===== src/rtl/fpreg_pkg.sv =====
package fpreg_pkg;

    localparam int DATA_W = 32;
    localparam int ADDR_W = 12;

    // register byte offsets
    localparam logic [ADDR_W-1:0] OFS_CPAC  = 12'hD88;
    localparam logic [ADDR_W-1:0] OFS_NSAC  = 12'hD8C;
    localparam logic [ADDR_W-1:0] OFS_CTX   = 12'hF34;
    localparam logic [ADDR_W-1:0] OFS_CADDR = 12'hF38;
    localparam logic [ADDR_W-1:0] OFS_DSC   = 12'hF3C;

    // keep masks
    localparam logic [DATA_W-1:0] CPAC_KEEP  = 32'h00F0_0000;
    localparam logic [DATA_W-1:0] NSAC_KEEP  = 32'h0000_0C00;
    localparam logic [DATA_W-1:0] CADDR_KEEP = 32'hFFFF_FFF8;
    localparam logic [DATA_W-1:0] DSC_KEEP   = 32'h07C0_0000;

    // context control bit positions
    localparam int CX_HF_RDY   = 4;
    localparam int CX_BF_RDY   = 6;
    localparam int CX_MON_RDY  = 8;
    localparam int CX_CLR_LOCK = 27;
    localparam int CX_CLR_RET  = 28;
    localparam int CX_LZ_LOCK  = 29;
    localparam int CX_LZ_EN    = 30;

    localparam logic [DATA_W-1:0] CX_PER_STATE = 32'h8000_062B;
    localparam logic [DATA_W-1:0] CX_RSV_ZERO  = 32'h03FF_F800;
    localparam logic [DATA_W-1:0] CX_OLD_ARCH  = 32'hC000_017B;
    localparam logic [DATA_W-1:0] CX_NS_SEE    = 32'h5000_0100;
    localparam logic [DATA_W-1:0] CX_NS_FAULT  = 32'h0000_0050;
    localparam logic [DATA_W-1:0] CX_RST_SEC   = 32'hC000_0004;
    localparam logic [DATA_W-1:0] CX_RST_NSEC  = 32'h8000_0000;

    typedef enum logic [2:0] {
        SEL_NONE,
        SEL_CPAC,
        SEL_NSAC,
        SEL_CTX,
        SEL_CADDR,
        SEL_DSC
    } reg_sel_e;

    typedef struct packed {
        logic [DATA_W-1:0] sec;
        logic [DATA_W-1:0] nsec;
    } ctx_pair_t;

    function automatic reg_sel_e map_offset(input logic [ADDR_W-1:0] a);
        case (a)
            OFS_CPAC:  return SEL_CPAC;
            OFS_NSAC:  return SEL_NSAC;
            OFS_CTX:   return SEL_CTX;
            OFS_CADDR: return SEL_CADDR;
            OFS_DSC:   return SEL_DSC;
            default:   return SEL_NONE;
        endcase
    endfunction

endpackage


===== src/rtl/fpreg_decode.sv =====
module fpreg_decode
    import fpreg_pkg::*;
#(
    parameter int AW = ADDR_W
) (
    input  logic          valid,
    input  logic          write,
    input  logic          fp_on,
    input  logic [AW-1:0] addr,
    output reg_sel_e      sel,
    output logic          wr_go,
    output logic          rd_go
);
    always_comb begin
        sel   = fp_on ? map_offset(addr) : SEL_NONE;
        wr_go = valid && write && fp_on;
        rd_go = valid && !write;
    end
endmodule


===== src/rtl/fpreg_banked.sv =====
module fpreg_banked
    import fpreg_pkg::*;
#(
    parameter int              DW          = DATA_W,
    parameter logic [DW-1:0]   KEEP        = '1,
    parameter bit              SECURE_ONLY = 1'b0
) (
    input  logic          clk,
    input  logic          rst,
    input  logic          wr,
    input  logic          secure,
    input  logic [DW-1:0] wdata,
    output logic [DW-1:0] rdata
);
    localparam int NBANK = SECURE_ONLY ? 1 : 2;

    logic [DW-1:0] store [NBANK];

    generate
        for (genvar b = 0; b < NBANK; b++) begin : g_bank
            logic hit;
            if (SECURE_ONLY) begin : g_sonly
                assign hit = secure;
            end else begin : g_pair
                assign hit = (secure == b[0]);
            end
            always_ff @(posedge clk) begin
                if (rst)
                    store[b] <= '0;
                else if (wr && hit)
                    store[b] <= wdata & KEEP;
            end
        end

        if (SECURE_ONLY) begin : g_rd_sonly
            assign rdata = secure ? store[0] : '0;
        end else begin : g_rd_pair
            assign rdata = store[secure];
        end
    endgenerate
endmodule


===== src/rtl/fpreg_ctx.sv =====
module fpreg_ctx
    import fpreg_pkg::*;
(
    input  logic              clk,
    input  logic              rst,
    input  logic              wr,
    input  logic              secure,
    input  logic              arch_new,
    input  logic              sf_vis,
    input  logic [DATA_W-1:0] wdata,
    output logic [DATA_W-1:0] rdata
);
    ctx_pair_t st, nxt;
    logic [DATA_W-1:0] v, s;

    always_comb begin
        v = wdata & ~CX_RSV_ZERO;
        if (!arch_new)
            v = v & CX_OLD_ARCH;
        nxt = st;
        s   = st.sec;
        if (wr) begin
            if (secure) begin
                nxt.sec = v;
            end else begin
                if (!st.sec[CX_LZ_LOCK])
                    s[CX_LZ_EN] = v[CX_LZ_EN];
                if (!st.sec[CX_CLR_LOCK])
                    s[CX_CLR_RET] = v[CX_CLR_RET];
                if (sf_vis) begin
                    s[CX_HF_RDY] = v[CX_HF_RDY];
                    s[CX_BF_RDY] = v[CX_BF_RDY];
                end
                s[CX_MON_RDY] = v[CX_MON_RDY];
                nxt.sec  = s;
                nxt.nsec = v & CX_PER_STATE;
            end
        end
    end

    always_ff @(posedge clk) begin
        if (rst) begin
            st.sec  <= CX_RST_SEC;
            st.nsec <= CX_RST_NSEC;
        end else begin
            st <= nxt;
        end
    end

    always_comb begin
        if (secure)
            rdata = st.sec;
        else
            rdata = (st.sec & (CX_NS_SEE | (sf_vis ? CX_NS_FAULT : '0))) | st.nsec;
    end
endmodule


===== src/rtl/fp_ctrl_regs.sv =====
module fp_ctrl_regs
    import fpreg_pkg::*;
#(
    parameter int AW = ADDR_W,
    parameter int DW = DATA_W
) (
    input  logic          clk,
    input  logic          rst,
    input  logic          fp_present,
    input  logic          arch_new,
    input  logic          sfault_ns_vis,
    input  logic          req_valid,
    input  logic          req_write,
    input  logic          req_secure,
    input  logic [AW-1:0] req_addr,
    input  logic [DW-1:0] req_wdata,
    output logic [DW-1:0] rsp_rdata
);
    reg_sel_e      sel;
    logic          wr_go, rd_go;
    logic [DW-1:0] rd_cpac, rd_nsac, rd_caddr, rd_dsc, rd_ctx, rd_mux;

    fpreg_decode #(.AW(AW)) u_dec (
        .valid (req_valid),
        .write (req_write),
        .fp_on (fp_present),
        .addr  (req_addr),
        .sel   (sel),
        .wr_go (wr_go),
        .rd_go (rd_go)
    );

    fpreg_banked #(.DW(DW), .KEEP(CPAC_KEEP), .SECURE_ONLY(1'b0)) u_cpac (
        .clk(clk), .rst(rst), .wr(wr_go && sel == SEL_CPAC),
        .secure(req_secure), .wdata(req_wdata), .rdata(rd_cpac)
    );

    fpreg_banked #(.DW(DW), .KEEP(NSAC_KEEP), .SECURE_ONLY(1'b1)) u_nsac (
        .clk(clk), .rst(rst), .wr(wr_go && sel == SEL_NSAC),
        .secure(req_secure), .wdata(req_wdata), .rdata(rd_nsac)
    );

    fpreg_banked #(.DW(DW), .KEEP(CADDR_KEEP), .SECURE_ONLY(1'b0)) u_caddr (
        .clk(clk), .rst(rst), .wr(wr_go && sel == SEL_CADDR),
        .secure(req_secure), .wdata(req_wdata), .rdata(rd_caddr)
    );

    fpreg_banked #(.DW(DW), .KEEP(DSC_KEEP), .SECURE_ONLY(1'b0)) u_dsc (
        .clk(clk), .rst(rst), .wr(wr_go && sel == SEL_DSC),
        .secure(req_secure), .wdata(req_wdata), .rdata(rd_dsc)
    );

    fpreg_ctx u_ctx (
        .clk      (clk),
        .rst      (rst),
        .wr       (wr_go && sel == SEL_CTX),
        .secure   (req_secure),
        .arch_new (arch_new),
        .sf_vis   (sfault_ns_vis),
        .wdata    (req_wdata),
        .rdata    (rd_ctx)
    );

    always_comb begin
        case (sel)
            SEL_CPAC:  rd_mux = rd_cpac;
            SEL_NSAC:  rd_mux = rd_nsac;
            SEL_CTX:   rd_mux = rd_ctx;
            SEL_CADDR: rd_mux = rd_caddr;
            SEL_DSC:   rd_mux = rd_dsc;
            default:   rd_mux = '0;
        endcase
    end

    always_ff @(posedge clk) begin
        if (rst)
            rsp_rdata <= '0;
        else
            rsp_rdata <= rd_go ? rd_mux : '0;
    end
endmodule


===== config.mk =====
export PLATFORM = sky130hd
export DESIGN_NAME = fp_ctrl_regs
export DESIGN_NICKNAME = d
export VERILOG_FILES = /design/src/rtl/fpreg_pkg.sv /design/src/rtl/fpreg_decode.sv /design/src/rtl/fpreg_banked.sv /design/src/rtl/fpreg_ctx.sv /design/src/rtl/fp_ctrl_regs.sv
export SDC_FILE = /design/constraint.sdc
export NUM_CORES = 1
export LEC_CHECK = 0
export ABC_AREA = 1
export ABC_CLOCK_PERIOD_IN_PS = 4400
export BUFFER_PORTS_ARGS = -buffer_cell sky130_fd_sc_hd__buf_2
export CAP_MARGIN = 30
export CORE_MARGIN = 2
export CORE_UTILIZATION = 57
export CTS_CLUSTER_DIAMETER = 50
export DETAILED_ROUTE_END_ITERATION = 8
export PLACE_DENSITY = 0.8
export RECOVER_POWER = 100
export SETUP_SLACK_MARGIN = 0.02
export SKIP_CTS_REPAIR_TIMING = 1
export SYNTH_ARGS = -nofsm -noshare
export SYNTH_HDL_FRONTEND = slang
export SYNTH_SLANG_ARGS = --single-unit
export TNS_END_PERCENT = 5

===== constraint.sdc =====
create_clock -name clk -period 4.4 [get_ports clk]
set_clock_uncertainty 0.15 [all_clocks]
set_input_delay 0 -clock clk [delete_from_list [all_inputs] [get_ports clk]]
set_output_delay 0 -clock clk [all_outputs]
set_load 0.01 [all_outputs]

==> metrics.yaml <==
outcome:
  outcome: "finished, violations left"
  violations: "hold timing, capacitance limit, slew limit"
final_layout:
  final_area_mm2: 0.00713
  nets: 839
  syn_to_final_growth_pct: 27.0
  fillers: 653
  stdcell_count: 933
  drive_above_1_share_pct: 11.0
  antenna_cells: 0
worst_setup_path:
  cp.required_ns: 4.41
  crit_arrival_ns: 3.41
  cp_max_fo: 39
  crit_path_end_kind: "flop"
  crit_slowest_cell: "clkbuf_2"
  critPathBufInv: 6
  crit_type: "primary input to flop"
  critPathLaunchType: "primary input"
  cpPeakStageDelay_ns: 0.66
  path_delay_family: "buffers and inverters"
  path_cells: "dlygate4sd3_1, clkbuf_1, buf_4, inv_2, nor2_1, inv_1, o21ai_0, clkbuf_2"
placement:
  gp_congestion: 0.781
  port_buffers: 83
  placedCellCount: 855
  place_area_mm2: 0.00615
  dp_hpwl_um: 8770
synthesis:
  ys_top_cells_by_count: "nand2_1, nor2_1, edfxtp_1, dfxtp_1, inv_1"
  synth_fp_nets: 708
  synth_top_area_share_pct: 41.7
  synthTopCellsByArea: "edfxtp_1, dfxtp_1, nand2_1"
  syn_avg_cell_area_um2: 8.56
  syn_inst: 656
  synthDistinctLibCells: 24
  syn_area_mm2: 0.00562
  async_flop_share_pct: 0
  yosysTopAreaCell: "edfxtp_1"
  synth_edf_count: 78
  synth.most_common_cell: "nand2_1"
  synthFlopType: "edfxtp_1"
  synth_warnings: 0
  yosysSeqAreaShare_pct: 61.7
  synth-seq-cells: 134
floorplan:
  pin_count: 84
  num_rows: 36
  dieWidth_um: 103
  dieHeight_um: 103
  start_util_pct: 58.0
  dieArea_mm2: 0.0107
  core_area_mm2: 0.00968
power:
  ir_drop_v: 0.000332
  cellPowerDensity_mw_per_mm2: 415
  power_leakage_uw: 0.00308
clock_tree:
  clkSinkCount: 134
  clock_latency_ns: 0.53
  cts_buffers: 17
  cts_buffer_depth: 2
  cts_tree: "built"
  cts_root_buf: "clkbuf_8"
  h-tree-depth: 4
  cts.clk_slew.worst_paths_ns: 0.06
route:
  wirelength_um: 14800
  first_pass_iters: 5
  vias_per_cell: 5.35
  route.detailed.drc: 0
  routed-via-count: 4994
  drt-initial-drc-count: 387
  wl_per_cell_um: 15.9
  ant_nets: 0
grt:
  grt_pass1_wl_um: 21200
  gr-total-overflow: 0
  grt_max_degree: 46
  antenna_found_initial: 0
  track_usage_pct: 27.3
  first_global_vias: 4602
timing:
  holdWs_ns: -0.0569
  finalMaxSlewViolations: 21
  fin_crit_sh_pct: 77.3
  setup-tns-final_ns: 0
  tightest_slew_ns: 1.69
  timing.max_slew.rel_slack_pct: -13.5
  max_freq_mhz: 294
  rsz0062_at_grt: "no"
  hold_violations: 4
  fin_crit_ns: 3.40
  final-setup-viol-count: 0
run:
  cap_violations: 1
hold_path:
  hp-class: "primary input to flop"
[final timing paths]
| check | startpoint | to | slack [ns] | cells past startpoint |
|---|---|---|---|---|
| setup / recovery | req_secure | u_caddr.store[1][3] | 1.00 | 8 |
| hold reg to reg | u_ctx.s[2] | rsp_rdata[2] | 0.31 | 2 |
| hold / removal | req_addr[3] | rsp_rdata[25] | -0.06 | 7 |
| setup reg to reg | u_ctx.s[29] | u_ctx.st[62] | 2.93 | 4 |
[flip-flops by register name (all words and copies together) (netlist names)]
| signal | cells |
|---|---|
| u_nsac.store | 2 |
| u_ctx.s | 12 |
| u_ctx.st | 12 |
| u_cpac.store | 8 |
| u_caddr.store | 58 |
| u_dsc.store | 10 |
| rsp_rdata | 32 |
[logic make-up after synthesis]
family	count (synthesis)	synth area share, %
buffers and inverters	80	5.90
muxes	2	0.356
DFF	134	61.7
and+or+nand+nor	384	27.0
AOI/OAI and AO/OA	56	5.08
[area by class of cell]
type / count / area, um2 / share of cell area (%)
sequential: 134 / 3460 / 48.6
multi-input combinational: 442 / 1810 / 25.4
timing repair buffer: 140 / 893 / 12.5
tap: 133 / 166 / 2.33
clock inverter: 12 / 149 / 2.09
inverter: 52 / 195 / 2.74
clock buffer: 20 / 457 / 6.40
[placed cells by master, fill, tap and decap left out, types with 4 or more instances in the layout]
| master | Yosys | final |
|---|---|---|
| a21oi_1 | 35 | 35 |
| buf_2 | 6 | 48 |
| buf_4 | 6 | 5 |
| clkbuf_1 | 11 | 41 |
| clkbuf_16 | 0 | 17 |
| clkinv_2 | 0 | 4 |
| dfxtp_1 | 56 | 56 |
| dlygate4sd3_1 | 0 | 46 |
| edfxtp_1 | 78 | 78 |
| inv_1 | 50 | 50 |
| nand2_1 | 210 | 210 |
| nand3_1 | 33 | 34 |
| nor2_1 | 131 | 132 |
| o21ai_0 | 19 | 18 |
[routing by layer]
metal | vias up | global-route usage (%) | share of wire (%)
li1 | 2356 | - | -
met1 | 2330 | 31.4 | 37
met2 | 265 | 47.5 | 52
met3 | 43 | 6.72 | 7.9
met4 | 0 | 13.6 | 3.2
met5 | - | 0 | 0
[through the flow]
step | hold WS (ns) | total power (uW) | worst slack [ns] | utilization (%)
floorplan | -0.0776 | 1470 | 1.08 | -
global placement | 0.0970 | 1520 | 1.69 | 63.5
detailed placement | 0.106 | 1520 | 1.52 | 63.5
CTS | -0.443 | 2940 | 2.07 | 69.8
global route | 0.000454 | 3040 | 0.783 | 73.7
finish | -0.0569 | 2960 | 1.00 | 73.7
[worst min-delay path, stage by stage]
cell,delay (ns)
buf_2,0.12
nand2_1,0.08
nor2_1,0.04
nand3_1,0.09
nor2_2,0.11
nand2_1,0.08
a21oi_1,0.05
[power breakdown]
group / total [uW] / leakage [uW] / switching (uW) / internal (uW)
logic: 158 / 0.00159 / 95.5 / 62.8
clock network: 1430 / 0.000302 / 520 / 910
registers: 1370 / 0.00119 / 11.5 / 1360
total: 2960 / 0.00308 / 627 / 2330
No activity file was read; power rests on OpenSTA's default activity.
